## src/rtl/afsk_pkg.sv

```systemverilog
package afsk_pkg;
  function automatic int calc_inc(input int phase_w, input int freq_hz, input int rate_hz);
    longint num;
    num = (longint'(1) << phase_w) * longint'(freq_hz) + longint'(rate_hz / 2);
    return int'(num / longint'(rate_hz));
  endfunction

  function automatic int clog2_min1(input int v);
    int r;
    r = $clog2(v);
    return (r < 1) ? 1 : r;
  endfunction
endpackage

```

## src/rtl/afsk_qrom.sv

```systemverilog
module afsk_qrom #(
  parameter int ADDR_W = 7,
  parameter int DATA_W = 8
) (
  input  logic [ADDR_W-1:0] addr_i,
  output logic [DATA_W-1:0] data_o
);
  localparam int  DEPTH  = 1 << ADDR_W;
  localparam int  MIDV   = 1 << (DATA_W - 1);
  localparam int  MAXV   = (1 << DATA_W) - 1;
  localparam real PI_R   = 3.14159265358979323846;
  localparam real CYCLE  = 4.0 * DEPTH;

  logic [DATA_W-1:0] rom [DEPTH];

  for (genvar k = 0; k < DEPTH; k++) begin : g_rom
    localparam real ANG = 2.0 * PI_R * (k + 0.5) / CYCLE;
    localparam int  RAW = $rtoi(MIDV + (MIDV - 1) * $sin(ANG) + 0.5);
    localparam int  VAL = (RAW < MIDV) ? MIDV : ((RAW > MAXV) ? MAXV : RAW);
    assign rom[k] = DATA_W'(VAL);
  end

  assign data_o = rom[addr_i];
endmodule

```

## src/rtl/afsk_sine_recon.sv

```systemverilog
module afsk_sine_recon #(
  parameter int PHASE_W = 9,
  parameter int DATA_W  = 8
) (
  input  logic [PHASE_W-1:0] phase_i,
  output logic [DATA_W-1:0]  sine_o
);
  localparam int QA_W = PHASE_W - 2;

  logic [QA_W-1:0]   q_addr;
  logic [DATA_W-1:0] q_val;

  // second/fourth quarter run the table backwards: 255-q == ~low bits
  assign q_addr = phase_i[PHASE_W-2] ? ~phase_i[QA_W-1:0] : phase_i[QA_W-1:0];

  afsk_qrom #(.ADDR_W(QA_W), .DATA_W(DATA_W)) i_qrom (
    .addr_i (q_addr),
    .data_o (q_val)
  );

  // lower half cycle: full-scale minus value == bitwise invert
  assign sine_o = phase_i[PHASE_W-1] ? ~q_val : q_val;
endmodule

```

## src/rtl/afsk_bit_timer.sv

```systemverilog
module afsk_bit_timer #(
  parameter int SPB = 16
) (
  input  logic clk_i,
  input  logic rst_ni,
  input  logic stb_i,
  input  logic valid_i,
  output logic ready_o,
  output logic fire_o,
  output logic run_o
);
  localparam int CNT_W = afsk_pkg::clog2_min1(SPB);
  localparam logic [CNT_W-1:0] LAST  = CNT_W'(SPB - 1);
  localparam logic [CNT_W-1:0] FIRST = (SPB == 1) ? '0 : CNT_W'(1);

  logic [CNT_W-1:0] cnt_q;
  logic             boundary;

  assign boundary = (cnt_q == '0);
  assign ready_o  = stb_i & boundary;
  assign fire_o   = ready_o & valid_i;
  assign run_o    = stb_i & (~boundary | valid_i);

  always_ff @(posedge clk_i or negedge rst_ni) begin
    if (!rst_ni) begin
      cnt_q <= '0;
    end else if (stb_i) begin
      if (boundary) begin
        if (valid_i) cnt_q <= FIRST;
      end else if (cnt_q == LAST) begin
        cnt_q <= '0;
      end else begin
        cnt_q <= cnt_q + CNT_W'(1);
      end
    end
  end
endmodule

```

## src/rtl/afsk_tone_sel.sv

```systemverilog
module afsk_tone_sel #(
  parameter int PHASE_W   = 9,
  parameter int MARK_INC  = 32,
  parameter int SPACE_INC = 59
) (
  input  logic               clk_i,
  input  logic               rst_ni,
  input  logic               fire_i,
  input  logic               bit_i,
  output logic [PHASE_W-1:0] inc_o,
  output logic               tone_space_o
);
  localparam logic [PHASE_W-1:0] MARK_V  = PHASE_W'(MARK_INC);
  localparam logic [PHASE_W-1:0] SPACE_V = PHASE_W'(SPACE_INC);

  logic [PHASE_W-1:0] inc_q;
  logic [PHASE_W-1:0] swapped;

  assign swapped = (inc_q == MARK_V) ? SPACE_V : MARK_V;
  assign inc_o   = (fire_i && !bit_i) ? swapped : inc_q;
  assign tone_space_o = (inc_q == SPACE_V);

  always_ff @(posedge clk_i or negedge rst_ni) begin
    if (!rst_ni)     inc_q <= MARK_V;
    else if (fire_i) inc_q <= inc_o;
  end
endmodule

```

## src/rtl/afsk_tone_gen.sv

```systemverilog
module afsk_tone_gen #(
  parameter int SAMPLE_HZ = 19200,
  parameter int BIT_HZ    = 1200,
  parameter int MARK_HZ   = 1200,
  parameter int SPACE_HZ  = 2200,
  parameter int PHASE_W   = 9,
  parameter int DATA_W    = 8
) (
  input  logic              clk_i,
  input  logic              rst_ni,
  input  logic              smp_stb_i,
  input  logic              bit_valid_i,
  input  logic              bit_i,
  output logic              bit_ready_o,
  output logic [DATA_W-1:0] sample_o,
  output logic              tone_space_o
);
  localparam int SPB       = SAMPLE_HZ / BIT_HZ;
  localparam int MARK_INC  = afsk_pkg::calc_inc(PHASE_W, MARK_HZ, SAMPLE_HZ);
  localparam int SPACE_INC = afsk_pkg::calc_inc(PHASE_W, SPACE_HZ, SAMPLE_HZ);
  localparam logic [DATA_W-1:0] MID = DATA_W'(1 << (DATA_W - 1));

  logic               fire, run;
  logic [PHASE_W-1:0] inc, phase_q;
  logic [DATA_W-1:0]  sine;

  afsk_bit_timer #(.SPB(SPB)) i_timer (
    .clk_i   (clk_i),
    .rst_ni  (rst_ni),
    .stb_i   (smp_stb_i),
    .valid_i (bit_valid_i),
    .ready_o (bit_ready_o),
    .fire_o  (fire),
    .run_o   (run)
  );

  afsk_tone_sel #(.PHASE_W(PHASE_W), .MARK_INC(MARK_INC), .SPACE_INC(SPACE_INC)) i_tone (
    .clk_i        (clk_i),
    .rst_ni       (rst_ni),
    .fire_i       (fire),
    .bit_i        (bit_i),
    .inc_o        (inc),
    .tone_space_o (tone_space_o)
  );

  afsk_sine_recon #(.PHASE_W(PHASE_W), .DATA_W(DATA_W)) i_recon (
    .phase_i (phase_q),
    .sine_o  (sine)
  );

  always_ff @(posedge clk_i or negedge rst_ni) begin
    if (!rst_ni) begin
      phase_q  <= '0;
      sample_o <= MID;
    end else if (smp_stb_i) begin
      if (run) begin
        sample_o <= sine;
        phase_q  <= phase_q + inc;  // wraps modulo 2**PHASE_W
      end else begin
        sample_o <= MID;
      end
    end
  end
endmodule

```

## config.mk

```make
export PLATFORM = sky130hd
export DESIGN_NAME = afsk_tone_gen
export DESIGN_NICKNAME = d
export VERILOG_FILES = /design/src/rtl/afsk_pkg.sv /design/src/rtl/afsk_qrom.sv /design/src/rtl/afsk_sine_recon.sv /design/src/rtl/afsk_bit_timer.sv /design/src/rtl/afsk_tone_sel.sv /design/src/rtl/afsk_tone_gen.sv
export SDC_FILE = /design/constraint.sdc
export NUM_CORES = 1
export LEC_CHECK = 0
export BUFFER_PORTS_ARGS = -buffer_cell sky130_fd_sc_hd__buf_2
export CORE_ASPECT_RATIO = 1.75
export CORE_MARGIN = 4
export CORE_UTILIZATION = 45
export CTS_BUF_LIST = sky130_fd_sc_hd__clkbuf_4 sky130_fd_sc_hd__clkbuf_8
export CTS_CLUSTER_DIAMETER = 30
export DETAILED_ROUTE_END_ITERATION = 8
export PLACE_DENSITY = 0.71
export SYNTH_ARGS = -nofsm -noshare
export SYNTH_HDL_FRONTEND = slang
export SYNTH_SLANG_ARGS = --single-unit
```

## constraint.sdc

```tcl
create_clock -name clk_i -period 4.4 [get_ports clk_i]
set_clock_uncertainty 0.05 [all_clocks]
set_input_delay 1.32 -clock clk_i [delete_from_list [all_inputs] [get_ports clk_i]]
set_output_delay 1.32 -clock clk_i [all_outputs]
set_load 0.005 [all_outputs]
```

==> reports/results.tsv, run 1 <==
metric	value	unit
synth top area cells	dfrtp_1, ha_1, o21ai_0, nand2_1, a21oi_1	
post-DP HPWL	8191	um
Hold Path Class	flip-flop to flip-flop	
I/O Pins	15	
post-synthesis sequential area ratio	19.89	%
1st-iter DRT viols	521	
Starting Density	45.86	%
vias in the first global route	3816	
Clock Path Buffers	2	
row cnt	44	
post-route design area	3921	um2
top-area cell type share of the netlist area	18.50	%
vias per cell	6.711	
Synth Flop Type	dfrtp_1	
largest net degree at the start of global routing	69	
Synth Net Count	524	
Worst-Skew Late Latency	0.29	ns
placed cell area	3826	um2
CP Capture Type	flip-flop	
WL/cell	19.64	um
routability cong.	1.039	
post-synthesis average cell area	7.590	um2
xor and xnor area share after synthesis	4.658	%
Clock Sinks	30	
port buffer count	14	
met2 WL	5837	um
layout cells sized above 1	11.63	%
Max FO, Critical Path	7	
Max Slew Vio Count	0	
worst slew pin tran	1.088	ns
WS Path Type	input pin to flip-flop	
Chip Width	77.35	um
Mapped Area	3787	um2
Clock Root Buffer	clkbuf_8	
Die H	129.4	um
RSZ-0062 raised after global routing	no	
commonest non-fill, non-tap cell in the layout	nand2_1	
Final #Nets	514	
Layout fillers	818	
H-tree Lvls	2	
met1 WL	4130	um
# resized after CTS	0	
DR vias	3906	
synth unique cells	70	
aggregate negative setup slack	0	ns
met3 wire length	705	um
fin crit period	3.860	ns
fmax	259.1	MHz
Worst Path Arrival	3.99	ns
Synth Instances	499	
Final Setup Violations	0	
CTS Hold Bufs	0	
total die area	10010	um2
Ys Warns	0	
post-CTS setup buffers	0	
commonest non-fill, non-tap cells in the layout	nand2_1, o21ai_0, nor2_1, a21oi_1, dfrtp_1	
first-pass GRT wire length	18770	um
simple-gate share of the synthesized area	24.68	%
antenna cells	0	
DR top layer	met4	
Synth Area in Compound Gates	31.98	%
initial antenna violation count	0	
Routed Antenna Nets	0	
First-pass DRT Iterations	6	
clk slew on worst S/H paths	0.07	ns
Remaining DRCs	0	
area grow syn2layout	3.535	%
fraction of the mapped netlist area in adder cells	6.805	%
Total Wirelength	11430	um
synthesized flop and latch total	30	
Max-Cap Viols	0	
grt ovf	0	
final worst path period share	87.72	%
CTS tree	yes	
CP startpoint kind	input pin	
placeable core area	8258	um2
status	finished, final reports clean	
Total Routing Usage GR	23.20	%
Hold Fails Final Rpt	0	
Slew headroom	27.44	%
largest family of logic cells by synthesized area	compound AO/OA/AOI/OAI gates	
WP data required	4.53	ns
number of flops mapped to enable cells by yosys	0	
CTS buffer count	5	
ys async rst share	100.0	%
mux cell area share after synthesis	3.370	%
leading area contributor after synthesis	dfrtp_1	
## per-stage QoR
stage / instances / setup slack (ns) / hold slack, ns / util, %
floorplan: 499 / 0.1233 / 0.4087 / -
global placement: 574 / 0.2762 / 0.4243 / 46.33
detailed placement: 574 / 0.2018 / 0.4283 / 46.33
CTS: 582 / 0.5001 / 0.4457 / 47.48
global route: 582 / 0.1569 / 0.4627 / 47.48
finish: 582 / 0.5403 / 0.4411 / 47.48
## registers in the layout, indices dropped and copies added (netlist names)
register	flops
i_timer.cnt_q	4
i_tone.inc_q	9
sample_o	8
phase_q	9
## layout make-up
type	count	area, um2	share of cell area, %
multi-input combinational	403	2713	69.18
timing repair buffer	25	152.6	3.893
sequential	30	755.7	19.27
tap	92	115.1	2.936
clock buffer	7	90.09	2.297
inverter	24	90.09	2.297
clock inverter	1	5.005	0.1276
## worst paths after layout
path                            cells past startpoint              end  slack, ns              from
worst min-delay path                                1  i_tone.inc_q[7]       0.44   i_tone.inc_q[7]
min in group asynchronous                           1       phase_q[0]       1.01            rst_ni
worst min register to register                      1  i_tone.inc_q[7]       0.44   i_tone.inc_q[7]
worst max register to register                     16       phase_q[8]       0.72  i_timer.cnt_q[0]
worst max-delay path                               14       phase_q[8]       0.54         smp_stb_i
max in group asynchronous                           1       phase_q[2]       2.82            rst_ni
## layer usage
metal | global-route usage [%] | up-vias
li1 | - | 1816
met1 | 24.74 | 1809
met2 | 42.33 | 215
met3 | 2.364 | 66
met4 | 16.35 | 0
met5 | 0 | -
## synthesized netlist by cell type (all sizes together), types with 7 or more instances
library cell,instances
a21oi,33
a22oi,7
and2,10
buf,27
clkbuf,15
dfrtp,28
ha,19
inv,24
nand2,47
nand2b,17
nor2,33
nor2b,22
nor3,8
o2111ai,7
o21a,10
o21ai,38
o22ai,11
xnor2,9
xor2,9
## worst max-delay path, cell delays in order
cell and delay (ns):
buf_2 0.09, nor3b_1 0.28, and3b_1 0.26, nand2_1 0.08, buf_4 0.16, o21a_1 0.13
fa_1 0.44, a21o_1 0.18, a21oi_1 0.21, o21ai_0 0.16, o41ai_1 0.32, xor2_1 0.18
nor2_1 0.06, xnor2_1 0.12
## cell families (layout without fill, tap and decap cells)
| logic type | after synthesis | after routing |
|---|---|---|
| adders and majority gates | 20 | 20 |
| muxes | 11 | 11 |
| AOI/OAI and AO/OA | 176 | 176 |
| and+or+nand+nor | 178 | 178 |
| buffers and inverters | 66 | 57 |
| xor gates and xnor gates | 18 | 18 |
| DFF | 30 | 30 |
Power of run 1 is left out: the tool's default activity adds up to more than one toggle a clock period on the data nets, which glitch-free logic cannot reach.
==> inputs of run 2 (changes only) <==
BUFFER_PORTS_ARGS = default   (was -buffer_cell sky130_fd_sc_hd__buf_2)
CTS_CLUSTER_SIZE = 40   (was default)
DONT_BUFFER_PORTS = 1   (was default)
PLACE_DENSITY = 0.7   (was 0.71)
==> reports/results.tsv, run 2 (synthesis results as in run 1) <==
metric	value	unit	change
routability cong.	0.9899		-4.7%
initial antenna violation count	0		unchanged
grt ovf	0		unchanged
largest net degree at the start of global routing	69		unchanged
aggregate negative setup slack	0	ns	unchanged
Routed Antenna Nets	0		unchanged
CTS buffer count	5		unchanged
Max-Cap Viols	0		unchanged
top cell family by delay on the critical path	compound AO/OA/AOI/OAI gates		
area grow syn2layout	1.718	%	
total die area	10010	um2	unchanged
vias per cell	6.765		+0.81%
placeable core area	8258	um2	unchanged
antenna cells	0		unchanged
Max FO, Critical Path	14		+7
worst slew pin tran	1.115	ns	+0.02653 ns
CP max-delay cell	fa_1		
port buffer count	0		-14
Worst-Skew Late Latency	0.29	ns	about the same
# resized after CTS	0		unchanged
post-DP HPWL	8409	um	+2.7%
slowest stage delay, CP	0.41	ns	-0.03 ns
Cells after DPL	559		-2.6%
commonest non-fill, non-tap cells in the layout	nand2_1, o21ai_0, nor2_1, a21oi_1, dfrtp_1		
post-CTS setup buffers	0		unchanged
I/O Pins	15		unchanged
Max Slew Vio Count	0		unchanged
Starting Density	45.86	%	unchanged
Worst Path Buf+Inv	0		-2
vias in the first global route	3693		-3.2%
Hold Path Class	flip-flop to flip-flop		
First-pass DRT Iterations	7		+1
Final #Nets	499		-2.9%
WS Path Type	input pin to flip-flop		
CP Capture Type	flip-flop		
biggest registers after layout	i_tone.inc_q (9), phase_q (9), sample_o (8)		
status	finished, final reports clean		
Clock Path Buffers	2		unchanged
WP data required	4.53	ns	about the same
CTS tree	yes		
fmax	261.9	MHz	+1.1%
final cell count without fillers	567		-2.6%
1st-iter DRT viols	552		+6.0%
Clock Root Buffer	clkbuf_8		
Slew headroom	25.67	%	-1.8 points
CTS Hold Bufs	0		unchanged
final worst path period share	86.77	%	-0.95 points
Hold Fails Final Rpt	0		unchanged
Die H	129.4	um	unchanged
Total Wirelength	11510	um	+0.70%
layout cells sized above 1	8.842	%	-2.8 points
RSZ-0062 raised after global routing	no		
Chip Width	77.35	um	unchanged
critical-path cell list	nor3b_1 > and3b_1 > nand2_1 > o21a_1 > ha_1 > fa_1 > a21o_1 > a21oi_1 > o21ai_0 > o41ai_1 > xor2_1 > nor2_1 > xnor2_1		
clk slew on worst S/H paths	0.07	ns	about the same
commonest non-fill, non-tap cell in the layout	nand2_1		
Total Routing Usage GR	23.19	%	about the same
Final Setup Violations	0		unchanged
Clock Sinks	30		unchanged
DR vias	3836		-1.8%
fin crit period	3.818	ns	-0.04197 ns
WL/cell	20.30	um	+3.4%
row cnt	44		unchanged
H-tree Lvls	2		unchanged
CP startpoint kind	input pin		
Remaining DRCs	0		unchanged
first-pass GRT wire length	18660	um	-0.59%
Worst Path Arrival	3.95	ns	-0.04 ns
## run 2: final timing paths
path                                   endpoint  slack, ns  cells after the start              from
max in group asynchronous       i_tone.inc_q[5]       3.44                      0            rst_ni
worst min register to register  i_tone.inc_q[7]       0.44                      1   i_tone.inc_q[7]
worst max-delay path                 phase_q[8]       0.58                     13         smp_stb_i
worst max register to register       phase_q[8]       0.69                     16  i_timer.cnt_q[0]
min in group asynchronous           sample_o[2]       0.66                      0            rst_ni
worst min-delay path            i_tone.inc_q[7]       0.44                      1   i_tone.inc_q[7]
## run 2: per-stage QoR
stage	utilization [%]	hold slack (ns)	setup WS, ns	area [um2]
after floorplan	-	0.4087	0.1233	3787
after global placement	45.50	0.4280	0.2887	3757
after detailed placement	45.50	0.4280	0.2622	3757
after CTS	46.65	0.4458	0.5752	3852
after global routing	46.65	0.4729	0.3579	3852
final	46.65	0.4404	0.5823	3852
## run 2: area by class of cell
cell class / count / area, um2
Timing Repair Buffer: 10 / 75.07
Multi-Input combinational cell: 403 / 2721
Sequential cell: 30 / 755.7
Tap cell: 92 / 115.1
Inverter: 24 / 90.09
Clock buffer: 7 / 90.09
Clock inverter: 1 / 5.005
Fill cell: 834 / 4405
## run 2: metal layers
layer	vias to the layer above	track usage, %	wire length [um]
met5	-	0	0
met4	0	17.82	976
met3	72	3.408	740
met2	200	41.47	5739
met1	1791	24.19	4054
li1	1773	-	-
Power of run 2 is left out for the same reason.
